$ cat src/rtl/caltime_pkg.sv
package caltime_pkg;

   localparam int unsigned BYTE_W = 8;

   localparam int unsigned OFS_SEC   = 0;
   localparam int unsigned OFS_MIN   = 2;
   localparam int unsigned OFS_HOUR  = 4;
   localparam int unsigned OFS_WDAY  = 6;
   localparam int unsigned OFS_MDAY  = 7;
   localparam int unsigned OFS_STAT  = 10;
   localparam int unsigned OFS_CTRL  = 11;
   localparam int unsigned OFS_VALID = 13;

   localparam logic [BYTE_W-1:0] VALID_WORD = 8'h80;

   typedef enum logic [1:0] {
      SEQ_IDLE = 2'd0,
      SEQ_LEAD = 2'd1,
      SEQ_UPD  = 2'd2
   } seq_state_t;

   // decode a stored byte into its numeric value
   function automatic logic [BYTE_W-1:0] to_num(input logic [BYTE_W-1:0] v, input logic dec);
      logic [BYTE_W-1:0] tens;
      tens = {4'd0, v[7:4]};
      return dec ? (tens * 8'd10 + {4'd0, v[3:0]}) : v;
   endfunction

   // encode a numeric value into the stored byte format
   function automatic logic [BYTE_W-1:0] from_num(input logic [BYTE_W-1:0] v, input logic dec);
      logic [BYTE_W-1:0] t;
      logic [BYTE_W-1:0] u;
      t = v / 8'd10;
      u = v % 8'd10;
      return dec ? {t[3:0], u[3:0]} : v;
   endfunction

endpackage

$ cat src/rtl/caltime_seq.sv
module caltime_seq
   import caltime_pkg::*;
#(
   parameter int unsigned LEAD_TICKS = 8,
   parameter int unsigned UPD_TICKS  = 65
) (
   input  logic clk,
   input  logic rst_n,
   input  logic sec_tick,
   input  logic ref_tick,
   input  logic hold,
   output logic uip,
   output logic adv,
   output logic done
);

   localparam int unsigned MAX_T = (LEAD_TICKS > UPD_TICKS) ? LEAD_TICKS : UPD_TICKS;
   localparam int unsigned CNT_W = $clog2(MAX_T + 1);
   localparam logic [CNT_W-1:0] LEAD_LAST = CNT_W'(LEAD_TICKS - 1);
   localparam logic [CNT_W-1:0] UPD_LAST  = CNT_W'(UPD_TICKS - 1);

   initial begin
      assert (LEAD_TICKS >= 1) else $error("caltime_seq: LEAD_TICKS must be at least 1");
      assert (UPD_TICKS >= 1) else $error("caltime_seq: UPD_TICKS must be at least 1");
   end

   seq_state_t       state_q;
   logic [CNT_W-1:0] cnt_q;
   logic             done_q;
   logic             lead_end;
   logic             upd_end;

   always_comb begin
      lead_end = (state_q == SEQ_LEAD) && ref_tick && (cnt_q == LEAD_LAST);
      upd_end  = (state_q == SEQ_UPD)  && ref_tick && (cnt_q == UPD_LAST);
      adv      = lead_end && !hold;
      uip      = (state_q != SEQ_IDLE);
      done     = done_q;
   end

   always_ff @(posedge clk) begin
      if (!rst_n) begin
         state_q <= SEQ_IDLE;
         cnt_q   <= '0;
         done_q  <= 1'b0;
      end else begin
         done_q <= upd_end && !hold;
         if (hold) begin
            state_q <= SEQ_IDLE;
            cnt_q   <= '0;
         end else begin
            unique case (state_q)
               SEQ_IDLE: begin
                  cnt_q <= '0;
                  if (sec_tick) state_q <= SEQ_LEAD;
               end
               SEQ_LEAD: begin
                  if (ref_tick) begin
                     if (lead_end) begin
                        state_q <= SEQ_UPD;
                        cnt_q   <= '0;
                     end else begin
                        cnt_q <= cnt_q + 1'b1;
                     end
                  end
               end
               SEQ_UPD: begin
                  if (ref_tick) begin
                     if (upd_end) begin
                        state_q <= SEQ_IDLE;
                        cnt_q   <= '0;
                     end else begin
                        cnt_q <= cnt_q + 1'b1;
                     end
                  end
               end
               default: begin
                  state_q <= SEQ_IDLE;
                  cnt_q   <= '0;
               end
            endcase
         end
      end
   end

   // an accepted second tick opens the window on the next clock
   assert_tick_opens_R3: assert property (@(posedge clk) disable iff (!rst_n)
      (sec_tick && !hold && !uip) |=> uip);

   // the completion strobe coincides with the window closing
   assert_done_closes_R4: assert property (@(posedge clk) disable iff (!rst_n)
      done |-> (!uip && $past(uip)));

   // hold always closes the window
   assert_hold_closes_R10: assert property (@(posedge clk) disable iff (!rst_n)
      hold |=> (!uip && !done));

endmodule

$ cat src/rtl/caltime_field.sv
module caltime_field
   import caltime_pkg::*;
#(
   parameter int unsigned LO = 0,
   parameter int unsigned HI = 59
) (
   input  logic              clk,
   input  logic              rst_n,
   input  logic              adv,
   input  logic              dec,
   input  logic              load,
   input  logic [BYTE_W-1:0] wdata,
   output logic [BYTE_W-1:0] q,
   output logic              at_top
);

   localparam logic [BYTE_W-1:0] LO_V = BYTE_W'(LO);
   localparam logic [BYTE_W-1:0] HI_V = BYTE_W'(HI);

   initial begin
      assert (HI > LO && HI < 100) else $error("caltime_field: range must satisfy LO < HI < 100");
   end

   logic [BYTE_W-1:0] cur_num;
   logic [BYTE_W-1:0] nxt_num;

   always_comb begin
      cur_num = to_num(q, dec);
      at_top  = (cur_num >= HI_V);
      nxt_num = at_top ? LO_V : (cur_num + 1'b1);
   end

   always_ff @(posedge clk) begin
      if (!rst_n)    q <= LO_V;
      else if (load) q <= wdata;
      else if (adv)  q <= from_num(nxt_num, dec);
   end

   // an advance never leaves the counting range
   assert_field_range_R5: assert property (@(posedge clk) disable iff (!rst_n)
      ($past(adv) && !$past(load) && (dec == $past(dec)))
      |-> ((to_num(q, dec) >= LO_V) && (to_num(q, dec) <= HI_V)));

endmodule

$ cat src/rtl/caltime_hour.sv
module caltime_hour
   import caltime_pkg::*;
(
   input  logic              clk,
   input  logic              rst_n,
   input  logic              adv,
   input  logic              dec,
   input  logic              full_day,
   input  logic              load,
   input  logic [BYTE_W-1:0] wdata,
   output logic [BYTE_W-1:0] q,
   output logic              day_carry
);

   logic [BYTE_W-1:0] cur_num;
   logic [BYTE_W-1:0] nxt_num;
   logic              pm_nxt;
   logic [BYTE_W-1:0] nxt_byte;

   always_comb begin
      cur_num   = to_num({1'b0, q[6:0]}, dec);
      nxt_num   = '0;
      pm_nxt    = 1'b0;
      day_carry = 1'b0;
      if (full_day) begin
         day_carry = (cur_num >= 8'd23);
         nxt_num   = day_carry ? 8'd0 : (cur_num + 1'b1);
         nxt_byte  = from_num(nxt_num, dec);
      end else begin
         pm_nxt = q[7];
         if (cur_num == 8'd11) begin
            nxt_num   = 8'd12;
            pm_nxt    = !q[7];
            day_carry = q[7];
         end else if (cur_num >= 8'd12) begin
            nxt_num = 8'd1;
         end else begin
            nxt_num = cur_num + 1'b1;
         end
         nxt_byte = from_num(nxt_num, dec);
         nxt_byte = {pm_nxt, nxt_byte[6:0]};
      end
   end

   always_ff @(posedge clk) begin
      if (!rst_n)    q <= '0;
      else if (load) q <= wdata;
      else if (adv)  q <= nxt_byte;
   end

   // in 12-hour mode the step out of 11 flips the PM flag
   assert_pm_flip_R8: assert property (@(posedge clk) disable iff (!rst_n)
      ($past(adv) && !$past(load) && !full_day && !$past(full_day)
       && (dec == $past(dec)) && ($past(cur_num) == 8'd11))
      |-> (q[7] != $past(q[7])));

   // in 24-hour mode the hour field never shows the PM flag after an advance
   assert_no_flag_24h_R7: assert property (@(posedge clk) disable iff (!rst_n)
      ($past(adv) && !$past(load) && $past(full_day)) |-> !q[7]);

endmodule

$ cat src/rtl/caltime_core.sv
module caltime_core
   import caltime_pkg::*;
#(
   parameter int unsigned LEAD_TICKS = 8,
   parameter int unsigned UPD_TICKS  = 65,
   parameter int unsigned ADDR_W     = 4
) (
   input  logic              clk,
   input  logic              rst_n,
   input  logic              sec_tick,
   input  logic              ref_tick,
   input  logic              wr_en,
   input  logic [ADDR_W-1:0] addr,
   input  logic [7:0]        wdata,
   output logic [7:0]        rd_data,
   output logic              uip,
   output logic              upd_done
);

   initial begin
      assert (ADDR_W >= 4) else $error("caltime_core: ADDR_W must reach offset 13");
   end

   logic hold_q, bin_q, h24_q;
   logic ld_sec, ld_min, ld_hour, ld_wday, ld_mday, ld_ctrl;
   logic adv_any, adv_min, adv_hour, adv_day;
   logic sec_top, min_top, wday_top, mday_top, day_carry;
   logic dec;
   logic [BYTE_W-1:0] sec_q, min_q, hour_q, wday_q, mday_q;

   always_comb begin
      dec     = !bin_q;
      ld_sec  = wr_en && (addr == ADDR_W'(OFS_SEC));
      ld_min  = wr_en && (addr == ADDR_W'(OFS_MIN));
      ld_hour = wr_en && (addr == ADDR_W'(OFS_HOUR));
      ld_wday = wr_en && (addr == ADDR_W'(OFS_WDAY));
      ld_mday = wr_en && (addr == ADDR_W'(OFS_MDAY));
      ld_ctrl = wr_en && (addr == ADDR_W'(OFS_CTRL));
      adv_min  = adv_any && sec_top;
      adv_hour = adv_min && min_top;
      adv_day  = adv_hour && day_carry;
   end

   always_ff @(posedge clk) begin
      if (!rst_n) begin
         hold_q <= 1'b0;
         bin_q  <= 1'b0;
         h24_q  <= 1'b1;
      end else if (ld_ctrl) begin
         hold_q <= wdata[7];
         bin_q  <= wdata[2];
         h24_q  <= wdata[1];
      end
   end

   caltime_seq #(.LEAD_TICKS(LEAD_TICKS), .UPD_TICKS(UPD_TICKS)) seq_i (
      .clk(clk), .rst_n(rst_n), .sec_tick(sec_tick), .ref_tick(ref_tick),
      .hold(hold_q), .uip(uip), .adv(adv_any), .done(upd_done)
   );

   caltime_field #(.LO(0), .HI(59)) sec_i (
      .clk(clk), .rst_n(rst_n), .adv(adv_any), .dec(dec), .load(ld_sec),
      .wdata(wdata), .q(sec_q), .at_top(sec_top)
   );

   caltime_field #(.LO(0), .HI(59)) min_i (
      .clk(clk), .rst_n(rst_n), .adv(adv_min), .dec(dec), .load(ld_min),
      .wdata(wdata), .q(min_q), .at_top(min_top)
   );

   caltime_hour hour_i (
      .clk(clk), .rst_n(rst_n), .adv(adv_hour), .dec(dec), .full_day(h24_q),
      .load(ld_hour), .wdata(wdata), .q(hour_q), .day_carry(day_carry)
   );

   caltime_field #(.LO(1), .HI(7)) wday_i (
      .clk(clk), .rst_n(rst_n), .adv(adv_day), .dec(dec), .load(ld_wday),
      .wdata(wdata), .q(wday_q), .at_top(wday_top)
   );

   caltime_field #(.LO(1), .HI(31)) mday_i (
      .clk(clk), .rst_n(rst_n), .adv(adv_day), .dec(dec), .load(ld_mday),
      .wdata(wdata), .q(mday_q), .at_top(mday_top)
   );

   always_comb begin
      rd_data = '0;
      unique case (addr)
         ADDR_W'(OFS_SEC):   rd_data = sec_q;
         ADDR_W'(OFS_MIN):   rd_data = min_q;
         ADDR_W'(OFS_HOUR):  rd_data = hour_q;
         ADDR_W'(OFS_WDAY):  rd_data = wday_q;
         ADDR_W'(OFS_MDAY):  rd_data = mday_q;
         ADDR_W'(OFS_STAT):  rd_data = {uip, 7'd0};
         ADDR_W'(OFS_CTRL):  rd_data = {hold_q, 4'd0, bin_q, h24_q, 1'b0};
         ADDR_W'(OFS_VALID): rd_data = VALID_WORD;
         default:            rd_data = '0;
      endcase
   end

   // with hold set and no write, the seconds byte is frozen
   assert_frozen_R10: assert property (@(posedge clk) disable iff (!rst_n)
      ($past(hold_q) && !$past(ld_sec)) |-> $stable(sec_q));

   // the seconds byte changes only inside an open window, or by a write
   assert_change_in_window_R3: assert property (@(posedge clk) disable iff (!rst_n)
      (!$past(ld_sec) && !$stable(sec_q)) |-> $past(uip));

   // the day counters move together on a day carry
   assert_days_together_R9: assert property (@(posedge clk) disable iff (!rst_n)
      (!$past(ld_wday) && !$past(ld_mday) && !$stable(wday_q)) |-> !$stable(mday_q));

   // the validity register is constant
   assert_valid_const_R2: assert property (@(posedge clk) disable iff (!rst_n)
      (addr == ADDR_W'(OFS_VALID)) |-> (rd_data == VALID_WORD));

   logic unused_top;
   assign unused_top = wday_top ^ mday_top ^ (^wdata[6:3]) ^ wdata[0];

endmodule

$ cat config.mk
export PLATFORM = sky130hd
export DESIGN_NAME = caltime_core
export DESIGN_NICKNAME = d
export VERILOG_FILES = /design/src/rtl/caltime_pkg.sv /design/src/rtl/caltime_seq.sv /design/src/rtl/caltime_field.sv /design/src/rtl/caltime_hour.sv /design/src/rtl/caltime_core.sv
export SDC_FILE = /design/constraint.sdc
export NUM_CORES = 1
export LEC_CHECK = 0
export BUFFER_PORTS_ARGS = -buffer_cell sky130_fd_sc_hd__buf_2
export CAP_MARGIN = 20
export CORE_ASPECT_RATIO = 2
export CORE_MARGIN = 1.5
export CORE_UTILIZATION = 53
export CTS_CLUSTER_SIZE = 25
export DETAILED_ROUTE_END_ITERATION = 16
export PLACE_DENSITY = 0.69
export SKIP_CTS_REPAIR_TIMING = 1
export SYNTH_ARGS = -nofsm -noshare
export SYNTH_HDL_FRONTEND = slang
export SYNTH_SLANG_ARGS = --single-unit
$ cat constraint.sdc
create_clock -name clk -period 14.5 [get_ports clk]
set_input_delay 0.725 -clock clk [delete_from_list [all_inputs] [get_ports clk]]
set_output_delay 0.725 -clock clk [all_outputs]
set_load 0.01 [all_outputs]
==> results.toml <==
[synthesis]
synth_edf_count = 0
yosys.area.top_type = "dfxtp_1"
synth_seq_cells = 53
synth.top_cells.by_count = "nand2_1, nor2_1, a21oi_1, o21ai_0, dfxtp_1"
synth_cell_type_count = 84
yosys_warnings = 0
yosysTopAreaCellShare_pct = 16.2
synth_area_leaders = "dfxtp_1, ha_1, nand2_1"
netlist_instances = 898
synth_ff_type = "dfxtp_1"
yosysMostFrequentCell = "nand2_1"
syn_area_mm2 = 0.00653
synth.net_count = 973
async_reset_ff_share_pct = 0
syn_avg_cell_area_um2 = 7.27
ys_seq_area_share_pct = 16.2

[global_route]
antenna_found_initial = 0
grt_max_degree = 67
grt_pass1_vias = 6700
grt.overflow.total = 0
grt_pass1_wl_um = 33100
track_usage_pct = 32.3

[sta]
timing.final.crit_share_pct = 34.1
hold_viol_final = 0
setup_viol = 0
rsz0062_at_grt = "no"
finalSetupTns_ns = 0
slew_headroom_pct = 35.6
tightest_slew_ns = 0.959
fin_crit_ns = 4.95
fin_skew_ns = 0.00679
slew_violations = 0
max_freq_mhz = 202

[setup_path]
worstSetupPathType = "reg2reg"
start_kind = "flop"
path_max_fanout = 66
cp.arrival_ns = 5.19
cp.required_ns = 14.74
endpoint_kind = "flop"

[flow_run]
drv_cap = 0

[drt]
drtIter0Drc = 559
first_pass_iters = 6
avgViaCountPerCell = 6.87
drtAntennaViolNets = 0
post_drt_wl_per_cell_um = 20.1
drt-total-wl_um = 20900
route.detailed.drc = 0
dr_total_vias = 7137

[clocking]
cts_buffer_depth = 2
htree_levels = 2
cts_root_buf = "clkbuf_16"
cts_tree = "built"
clkTransAtPathRegs_ns = 0.07
clkSinkCount = 53
cts_buffers = 5
clkLatencyLatePin_ns = 0.30

[placement]
finalWeightedCongestion = 0.973
portBuffers = 26
post-dp-hpwl_um = 16200
post_dp_cell_area_mm2 = 0.00667

[power]
p_total_mw = 0.391
pwr-share-seq_pct = 40.3
power_frac_clock_pct = 33.6
sw_frac_of_total_pct = 32.6
p_sw_mw = 0.127
ir_drop_mv = 0.0653
power_leakage_nw = 2.78
cellPowerDensity_mw_per_mm2 = 57.1
comb_power_share_pct = 26.1
internal_power_mw = 0.263

[finish]
num_antenna_cells = 0
fin_nets = 966
final_area_mm2 = 0.00684
multi_input_area_mm2 = 0.00509
area.growth.synth_to_final_pct = 4.71
drive_gt1_share_pct = 7.51
fill_cells = 1196
seqCellArea_mm2 = 0.00106

[floorplanning]
dieArea_mm2 = 0.0130
die_w_um = 81.5
core_region_area_mm2 = 0.0121
io_pins = 27
start_util_pct = 54.2
row_count = 57
die_y_um = 160

[min_path]
hold_path.class = "reg2reg"

[outcome]
outcome = "complete, no violations"
==> power groups by stage <==
stage / Clock (mW) / Sequential (mW) / Combinational, mW
after global routing: 0.138 / 0.158 / 0.113
final: 0.131 / 0.157 / 0.102
after floorplan: 0 / 0.157 / 0.0745
after global placement: 0 / 0.160 / 0.0968
after detailed placement: 0 / 0.160 / 0.0997
after CTS: 0.133 / 0.157 / 0.100
==> flip-flops by register name (all words and copies together), names as in the netlist <==
| register | cells |
|---|---|
| hour_i.q | 8 |
| mday_i.q | 8 |
| min_i.q | 8 |
| sec_i.q | 8 |
| wday_i.q | 8 |
| seq_i.cnt_q | 7 |
| seq_i.state_q | 2 |
| bin_q | 1 |
| h24_q | 1 |
| hold_q | 1 |
| seq_i.done | 1 |
==> metal layers <==
layer / vias up / GRT usage [%] / share of wire [%]
li1: 3338 / - / -
met1: 3409 / 35.6 / 37
met4: 0 / 17.1 / 5.3
met2: 310 / 58.8 / 52
met3: 80 / 2.34 / 5.5
met5: - / 0 / 0
==> cells in the final DEF (no fill, tap or decap), types with 26 or more instances in the layout <==
cell,n
nand2_1,90
nor2_1,83
a21oi_1,62
o21ai_0,55
dfxtp_1,52
ha_1,49
nand3_1,47
inv_1,46
buf_2,27
nor3_1,26
==> metrics by stage <==
stage,util [%],hold slack (ns),cells,setup slack (ns)
after floorplan,-,0.462,898,9.45
after global placement,55.4,0.478,1030,9.91
after detailed placement,55.4,0.507,1030,9.67
after CTS,56.7,0.517,1038,9.65
after global routing,56.8,0.521,1039,9.38
final,56.8,0.517,1039,9.55
==> worst max-delay path, cell delays in order (launching register included) <==
cell	delay, ns
dfxtp_4	0.57
buf_4	0.63
mux2_2	0.28
ha_1	0.30
inv_1	0.13
a2111oi_0	0.39
o21bai_1	0.21
o211ai_1	0.22
a221o_1	0.55
a21o_1	0.55
or4_1	0.64
a31oi_1	0.24
a31o_1	0.12
==> path summary, 6_finish.rpt <==
path                                                  start                     endpoint  slack [ns]  cells after the start
worst min register to register  seq_i.cnt_q[0]$_SDFFE_PP0P_  seq_i.cnt_q[0]$_SDFFE_PP0P_        0.52                      2
worst max register to register           bin_q$_SDFFE_PN0P_     mday_i.q[2]$_SDFFE_PN0P_        9.55                     12
worst min-delay path            seq_i.cnt_q[0]$_SDFFE_PP0P_  seq_i.cnt_q[0]$_SDFFE_PP0P_        0.52                      2
worst max-delay path                     bin_q$_SDFFE_PN0P_     mday_i.q[2]$_SDFFE_PN0P_        9.55                     12
==> final cells by class <==
| class | instances | area share (%) |
|---|---|---|
| clock buffer | 7 | 2.25 |
| clock inverter | 1 | 0.128 |
| inverter | 48 | 2.63 |
| multi-input combinational | 753 | 74.4 |
| sequential | 53 | 15.6 |
| tap | 147 | 2.69 |
| timing repair buffer | 30 | 2.30 |
==> cells by family (layout without fill, tap and decap cells) <==
logic type	count (synthesis)	in the layout	share of synthesized area, %
compound gates	270	270	28.7
xor+xnor	34	34	4.56
fa+ha+maj	58	58	12.1
buf+inv	92	86	5.82
flops	53	53	16.2
mux	34	34	5.48
simple gates	357	357	27.1
Power figures use the tool's default switching activity.
